`src/rtl/dma_irq_pkg.sv`:
```
// Package: bit positions and group masks shared by the status aggregator.
// Assumes a 15-bit sticky field with two summary flags above it.
package dma_irq_pkg;
    localparam int SRC_W    = 15;
    localparam int B_TXDONE = 0;
    localparam int B_TXSTOP = 1;
    localparam int B_TXBUF  = 2;
    localparam int B_JABBER = 3;
    localparam int B_RXOVF  = 4;
    localparam int B_TXUND  = 5;
    localparam int B_RXDONE = 6;
    localparam int B_RXBUF  = 7;
    localparam int B_RXSTOP = 8;
    localparam int B_RXWDT  = 9;
    localparam int B_ETX    = 10;
    localparam int B_BUSERR = 13;
    localparam int B_ERX    = 14;
    localparam int B_FAULT  = 15;
    localparam int B_NORMAL = 16;

    // routine-completion group
    localparam logic [SRC_W-1:0] NORMAL_GRP = (SRC_W'(1) << B_TXDONE) | (SRC_W'(1) << B_TXBUF)
                                            | (SRC_W'(1) << B_RXDONE) | (SRC_W'(1) << B_ERX);
    // fault group
    localparam logic [SRC_W-1:0] FAULT_GRP  = (SRC_W'(1) << B_TXSTOP) | (SRC_W'(1) << B_JABBER)
                                            | (SRC_W'(1) << B_RXOVF)  | (SRC_W'(1) << B_TXUND)
                                            | (SRC_W'(1) << B_RXBUF)  | (SRC_W'(1) << B_RXSTOP)
                                            | (SRC_W'(1) << B_RXWDT)  | (SRC_W'(1) << B_ETX)
                                            | (SRC_W'(1) << B_BUSERR);
    localparam logic [SRC_W-1:0] LIVE_BITS  = NORMAL_GRP | FAULT_GRP;

    typedef enum logic {
        SEL_STATUS = 1'b0,
        SEL_ENABLE = 1'b1
    } reg_sel_e;
endpackage

```
`src/rtl/dma_stat_bits.sv`:
```
// Sticky flag array. A bit whose KEEP bit is set gets a flop; any other bit reads 0.
// Priority per bit: hardware clear, then set, then software clear.
// Assumes all inputs are synchronous to clk.
module dma_stat_bits #(
    parameter int               W    = 15,
    parameter logic [W-1:0]     KEEP = '1
) (
    input  logic         clk,
    input  logic         rst_n,
    input  logic [W-1:0] set_i,
    input  logic [W-1:0] sw_clr_i,
    input  logic [W-1:0] hw_clr_i,
    output logic [W-1:0] q_o
);
    for (genvar i = 0; i < W; i++) begin : g_bit
        if (KEEP[i]) begin : g_live
            logic flag_q;
            // Update one sticky flag.
            always_ff @(posedge clk) begin
                if (!rst_n)            flag_q <= 1'b0;
                else if (hw_clr_i[i])  flag_q <= 1'b0;
                else if (set_i[i])     flag_q <= 1'b1;
                else if (sw_clr_i[i])  flag_q <= 1'b0;
            end
            assign q_o[i] = flag_q;
        end else begin : g_rsvd
            logic unused_in;
            assign unused_in = set_i[i] ^ sw_clr_i[i] ^ hw_clr_i[i];
            assign q_o[i]    = 1'b0;
        end
    end
endmodule

```
`src/rtl/dma_err_capture.sv`:
```
// Error-type latch. It captures the code when the fatal flag is clear and an error arrives,
// and it shows the code only while the fatal flag is set.
// Assumes fatal_q_i is the registered fatal bus error flag.
module dma_err_capture #(
    parameter int ERR_W = 3
) (
    input  logic             clk,
    input  logic             rst_n,
    input  logic             err_evt_i,
    input  logic [ERR_W-1:0] err_code_i,
    input  logic             fatal_q_i,
    output logic [ERR_W-1:0] err_type_o
);
    logic [ERR_W-1:0] code_q;

    // Capture the code on the first error only.
    always_ff @(posedge clk) begin
        if (!rst_n)                       code_q <= '0;
        else if (err_evt_i && !fatal_q_i) code_q <= err_code_i;
    end

    assign err_type_o = fatal_q_i ? code_q : '0;
endmodule

```
`src/rtl/dma_irq_summary.sv`:
```
// Summary logic: enable-gated OR of the normal and fault groups.
// Purely combinational.
module dma_irq_summary
    import dma_irq_pkg::*;
(
    input  logic [SRC_W-1:0] stat_i,
    input  logic [SRC_W-1:0] en_i,
    output logic             normal_o,
    output logic             fault_o
);
    logic [SRC_W-1:0] gated;

    // Mask status with enables, then reduce each group.
    always_comb begin
        gated    = stat_i & en_i;
        normal_o = |(gated & NORMAL_GRP);
        fault_o  = |(gated & FAULT_GRP);
    end
endmodule

```
`src/rtl/dma_irq_status_agg.sv`:
```
// Top: sticky status, write-1-clear, enable word, summaries, registered irq, halt and error code.
// Assumes event strobes last one cycle each and a register port with one select bit (DATA_W >= 17).
module dma_irq_status_agg
    import dma_irq_pkg::*;
#(
    parameter int DATA_W = 32,
    parameter int ERR_W  = 3
) (
    input  logic              clk,
    input  logic              rst_n,
    input  logic [14:0]       hw_evt,
    input  logic [ERR_W-1:0]  bus_err_code,
    input  logic              reg_wr,
    input  logic              reg_sel,
    input  logic [DATA_W-1:0] reg_wdata,
    output logic [DATA_W-1:0] reg_rdata,
    output logic              irq,
    output logic              dma_halt,
    output logic [ERR_W-1:0]  bus_err_type
);
    localparam int PAD_W = DATA_W - SRC_W - 2;

    logic [SRC_W-1:0] stat_q;
    logic [SRC_W-1:0] en_q;
    logic [SRC_W-1:0] sw_clr;
    logic [SRC_W-1:0] hw_clr;
    logic             sum_normal;
    logic             sum_fault;
    logic             irq_q;
    logic             unused_wd;

    assign unused_wd = ^reg_wdata[DATA_W-1:SRC_W];

    // Build the software and hardware clear vectors.
    always_comb begin
        sw_clr = (reg_wr && reg_sel == SEL_STATUS) ? reg_wdata[SRC_W-1:0] : '0;
        hw_clr = '0;
        hw_clr[B_ERX] = hw_evt[B_RXDONE] && !stat_q[B_RXDONE];
    end

    dma_stat_bits #(.W(SRC_W), .KEEP(LIVE_BITS)) u_bits (
        .clk      (clk),
        .rst_n    (rst_n),
        .set_i    (hw_evt),
        .sw_clr_i (sw_clr),
        .hw_clr_i (hw_clr),
        .q_o      (stat_q)
    );

    // Enable word: write only the positions that exist.
    always_ff @(posedge clk) begin
        if (!rst_n)                             en_q <= '0;
        else if (reg_wr && reg_sel == SEL_ENABLE) en_q <= reg_wdata[SRC_W-1:0] & LIVE_BITS;
    end

    dma_irq_summary u_sum (
        .stat_i   (stat_q),
        .en_i     (en_q),
        .normal_o (sum_normal),
        .fault_o  (sum_fault)
    );

    // Register the interrupt line.
    always_ff @(posedge clk) begin
        if (!rst_n) irq_q <= 1'b0;
        else        irq_q <= sum_normal | sum_fault;
    end

    dma_err_capture #(.ERR_W(ERR_W)) u_err (
        .clk        (clk),
        .rst_n      (rst_n),
        .err_evt_i  (hw_evt[B_BUSERR]),
        .err_code_i (bus_err_code),
        .fatal_q_i  (stat_q[B_BUSERR]),
        .err_type_o (bus_err_type)
    );

    // Read mux.
    always_comb begin
        if (reg_sel == SEL_STATUS) reg_rdata = {{PAD_W{1'b0}}, sum_normal, sum_fault, stat_q};
        else                       reg_rdata = {{PAD_W{1'b0}}, 1'b0, 1'b0, en_q};
    end

    assign irq      = irq_q;
    assign dma_halt = stat_q[B_BUSERR];
endmodule

```
`config.mk`:
```
export PLATFORM = sky130hd
export DESIGN_NAME = dma_irq_status_agg
export DESIGN_NICKNAME = d
export VERILOG_FILES = /design/src/rtl/dma_irq_pkg.sv /design/src/rtl/dma_stat_bits.sv /design/src/rtl/dma_err_capture.sv /design/src/rtl/dma_irq_summary.sv /design/src/rtl/dma_irq_status_agg.sv
export SDC_FILE = /design/constraint.sdc
export NUM_CORES = 1
export LEC_CHECK = 0
export BUFFER_PORTS_ARGS = -buffer_cell sky130_fd_sc_hd__buf_2
export CAP_MARGIN = 20
export CORE_UTILIZATION = 23
export CTS_BUF_LIST = sky130_fd_sc_hd__clkbuf_8
export DETAILED_ROUTE_END_ITERATION = 10
export PLACE_DENSITY = 0.51
export SYNTH_ARGS = -nofsm -noshare
export SYNTH_HDL_FRONTEND = slang
export SYNTH_SLANG_ARGS = --single-unit
```
`constraint.sdc`:
```
create_clock -name clk -period 1.7 [get_ports clk]
set_clock_uncertainty 0.2 [all_clocks]
set_input_delay 0.085 -clock clk [delete_from_list [all_inputs] [get_ports clk]]
set_output_delay 0.085 -clock clk [all_outputs]
set_load 0.01 [all_outputs]
```
# After elaboration in Yosys (flattened, before gate mapping)
# Cells that the tools add are included.
[classes]
bitwise_logic = 4
muxes = 29
n_reduce_logical = 22
[ops]
columns = ["operator", "n"]
rows = [
  ["1-bit two-way mux", 26],
  ["2-bit nonzero test", 13],
  ["17-bit two-way mux", 1],
  ["15-bit bitwise AND", 1],
  ["15-bit two-way mux", 1],
  ["9-bit OR reduction", 1],
  ["1-bit logical AND", 4],
  ["4-bit OR reduction", 1],
  ["3-bit two-way mux", 1],
  ["1-bit logical NOT", 2],
  ["1-bit inverter", 2],
  ["2-bit OR reduction", 1],
  ["1-bit bitwise OR", 1],
]
[word_totals]
out_inout_bits = 37
register_bits = 30
input_bits = 54
wordCells = 71

# Longest topological paths before layout
[depth]
word_depth = 5
ltp_mapped = 5

# Cells and area by module
# Synthesis repeated with hierarchy kept, for this count alone.
[hier_totals]
cells_unflattened = 207
hier_area_um2 = 1826.8
[by_module_without_submodules]
columns = ["mod", "area_per_inst_um2", "seq_area_each_um2", "n_inst", "cells_each"]
rows = [
  ["dma_irq_status_agg", 964.7, 280.3, 1, 114],
  ["dma_stat_bits", 648.1, 260.2, 1, 69],
  ["dma_err_capture", 148.9, 60.1, 1, 16],
  ["dma_irq_summary", 65.1, 0.0, 1, 8],
]

# Worst setup path before layout
# No wires, ideal clock.
[synth_timing]
kind = "register -> register"
start = "register en_q[1]"
end = "register irq_q (netlist: irq)"
arrival_ns = 0.923
stages_incl_launch_ff = 4
path_slack_ns = 0.462
setup_ns = 0.115
t_required_ns = 1.385
synth_period_minus_slack_ns = 1.238
path_cell_list = "dfxtp_1 a222oi_1 nand3_1 o21a_1"
[synth_between]
elab_chain_cells = 3
[synth_lines]
columns = ["item", "line", "rtl"]
rows = [
  ["from (decl)", "dma_irq_status_agg.sv:24", "logic [SRC_W-1:0] en_q;"],
  ["from (signal assigned)", "dma_irq_status_agg.sv:53", "else if (reg_wr && reg_sel == SEL_ENABLE) en_q <= reg_wdata[SRC_W-1:0] & LIVE_BITS;"],
  ["15-bit bitwise AND", "dma_irq_summary.sv:15", "gated = stat_i & en_i;"],
  ["9-bit OR reduction", "dma_irq_summary.sv:17", "fault_o = |(gated & FAULT_GRP);"],
  ["1-bit bitwise OR", "dma_irq_status_agg.sv:66", "else irq_q <= sum_normal | sum_fault;"],
  ["to (signal assigned)", "dma_irq_status_agg.sv:66", ""],
  ["to (decl)", "dma_irq_status_agg.sv:29", "logic irq_q;"],
]
# Every way passes these cells.
# A chain may end at the register's enable or synchronous reset.

# Worst setup path in the final report
[layout_timing]
start = "register u_bits.g_bit[1].g_live.flag_q"
end = "output reg_rdata[15]"
[layout_between]
elab_chain_cells = 3
[layout_lines]
columns = ["item", "line", "rtl"]
rows = [
  ["from (decl)", "dma_stat_bits.sv:17", "logic flag_q;"],
  ["from (signal assigned)", "dma_stat_bits.sv:20", "if (!rst_n) flag_q <= 1'b0;"],
  ["from (signal assigned)", "dma_stat_bits.sv:21", "else if (hw_clr_i[i]) flag_q <= 1'b0;"],
  ["from (signal assigned)", "dma_stat_bits.sv:22", "else if (set_i[i]) flag_q <= 1'b1;"],
  ["15-bit bitwise AND", "dma_irq_summary.sv:15", ""],
  ["9-bit OR reduction", "dma_irq_summary.sv:17", ""],
  ["17-bit two-way mux", "dma_irq_status_agg.sv:80", "if (reg_sel == SEL_STATUS) reg_rdata = {{PAD_W{1'b0}}, sum_normal, sum_fault, stat_q};"],
  ["to (decl)", "dma_irq_status_agg.sv:16", "output logic [DATA_W-1:0] reg_rdata,"],
]
# Every way passes these cells.

==> out/qor.txt <==
IO Port Bufs: 52
Routed vias: 1406
HPWL after detailed placement: 2.59 mm
Finished Layout Cells: 334
Peak Freq: 594 MHz
Pwr Density: 780 nW/um2
Endpoints failing setup: 0
Max-cap viol count: 0
Cells after Synth: 159
Core box area: 6350 um2
Slowest cell on crit path: a222oi_1
RSZ-0062 raised after global routing: yes
Worst vdd ir: 346 uV
Die Ht: 83.0 um
CTS Buffer Depth: 2
Post-synth top cells: dfxtp_1 (30), nand2_1 (27), buf_4 (19)
Synth top area share: 39.8%
P_leak: 1.07 nW
Hold Vio Cnt, Final: 0
Critical Path Fanout Max: 2
First-pass GRT wire length: 6.98 mm
Vias in the first global route: 1456
EDFF count, synth: 0
Num CTS Buffers: 5
Largest net degree at the start of global routing: 31
CP startpoint kind: register
CP Cell Sequence: a222oi_1 > buf_4 > a41oi_2 > buf_2
Req. time, crit path: 1.41 ns
Max Slew Vio Count: 0
Synth Area per Inst: 9.48 um2
Most frequent cell after synthesis: dfxtp_1
Die ar.: 6880 um2
Worst-path clk slew: 0.06 ns
Gr usage total: 12.9%
Final Util: 36.7%
TritonCTS clock tree: built
Synth top area cells: dfxtp_1 (40%), mux2_2 (9.7%), buf_4 (9.5%)
Layout area overhead: 54.6%
CP endpoint kind: output port
# H-tree levels: 2
Placed cell count: 284
Setup total negative slack: 0 ns
Asr flop ratio synth: 0%
Worst-margin pin slew: 0.543 ns
Synth warn: 0
Avg WL per Cell: 12.3 um
CP peak stage delay: 0.35 ns
Antenna Violating Nets Remaining: 0
Clk sinks: 30
Congestion Overflow GR: 0
Tcrit/Tclk final: 99.0%
Area leader, netlist: dfxtp_1
Synth Register Bits: 30
Dpl ws: 0.285 ns
Placed cell area: 1800 um2
Cell Area, Synth: 1510 um2
CP arrival: 1.40 ns
Vias/cell: 4.21
Diode count: 0
Hold/Removal Path Class: in -> reg
Register area share after synthesis: 39.8%
Total Routed Length: 4.11 mm
Final nets: 310
Top FF cell, synth: dfxtp_1
RePlAce Congestion: 0.643
Site row count: 29
Post-route cell area: 2330 um2
Layout cells sized above 1: 32.7%
Detailed router's first-iteration violation count: 31
Die width: 83.0 um
Worst slew margin: 63.8%
Clock Latency Late Sink: 0.28 ns
Fin crit period: 1.68 ns
Setup ws final: 0.0166 ns
Initial Util: 23.7%
Status: finished clean
CP Class: reg -> out
Root Buffer: clkbuf_8
Top-level I/O count: 91
Number of remaining DRC errors: 0
Antenna violations before repair: 0
Post-synth cell types: 25
Drt pass-1 iters: 3
## kinds of logic (layout without fill, tap and decap cells)
group	Yosys count	in the layout	synth area share (%)
buffers and inverters	26	108	12.0
DFF	30	30	39.8
muxes	16	16	11.7
other	1	17	0.249
AOI/OAI and AO/OA	48	48	24.2
and+or+nand+nor	38	38	12.0
## cell usage in the layout (no fill, tap or decap), drive strengths merged, types with 2 or more instances in the layout
| cell | instances |
|---|---|
| mux2i | 3 |
| nand2 | 27 |
| o21a | 13 |
| conb | 17 |
| dfxtp | 30 |
| mux2 | 13 |
| nor2b | 5 |
| a22oi | 5 |
| dlygate4sd3 | 41 |
| inv | 3 |
| and2 | 4 |
| nand3 | 2 |
| buf | 58 |
| a21boi | 26 |
| clkbuf | 5 |
## per-stage QoR
step                      hold slack, ns  power [W]
after floorplan                  0.00883   0.000980
after global placement            0.0955    0.00106
after detailed placement          0.0975    0.00106
after CTS                          0.106    0.00185
after global routing               0.127    0.00193
final                              0.112    0.00182
## critical path: cells and delay by family (launching register included)
family | cells | cell delay [ns]
AO/OA/AOI/OAI | 2 | 0.44
buffers and inverters | 2 | 0.36
flip-flops | 1 | 0.32
## where the power goes
group	internal, W	switching, W	leakage [nW]
combinational	0.000204	0.000149	0.756
sequential	0.000747	0.0000299	0.249
clock	0.000426	0.000261	0.0607
## layer usage
metal | vias up | GRT usage [%] | share of wire, %
li1 | 708 | - | -
met1 | 648 | 16.4 | 49
met2 | 45 | 21.2 | 46
met3 | 5 | 3.98 | 4.3
met4 | 0 | 3.29 | 1.0
met5 | - | 0 | 0
## area by class of cell
class / count / area [um2]
inverter: 1 / 3.75
multi-input combinational: 119 / 793
clock inverter: 3 / 37.5
fill: 685 / 4020
clock buffer: 5 / 68.8
sequential: 30 / 603
timing repair buffer: 99 / 728
tap: 77 / 96.3
## registers in the layout, indices dropped and copies added, names as in the netlist
| name | flops |
|---|---|
| u_bits.g_bit.g_live.flag_q | 13 |
| en_q | 13 |
| u_err.code_q | 3 |
| irq | 1 |
## final timing paths
kind | slack (ns) | to | start | depth (start not counted)
setup / recovery | 0.02 | reg_rdata[15] | u_bits.g_bit[1].g_live.flag_q$_SDFFE_PN0P_ | 4
setup reg to reg | 0.11 | u_bits.g_bit[13].g_live.flag_q$_SDFFE_PN0P_ | u_bits.g_bit[13].g_live.flag_q$_SDFFE_PN0P_ | 3
hold / removal | 0.11 | en_q[6]$_SDFFE_PN0P_ | reg_wr | 4
hold reg to reg | 0.27 | en_q[7]$_SDFFE_PN0P_ | en_q[7]$_SDFFE_PN0P_ | 2
## what timing repair did
action / 4_1_cts / 5_1_grt
hold buffers: 41 / 0
resized for setup: 2 / 1
setup endpoints to repair: 1 / 1
hold endpoints to repair: 29 / 0
buffers inserted: 1 / 0
pin swaps: 1 / 0
Power figures use the tool's default switching activity.
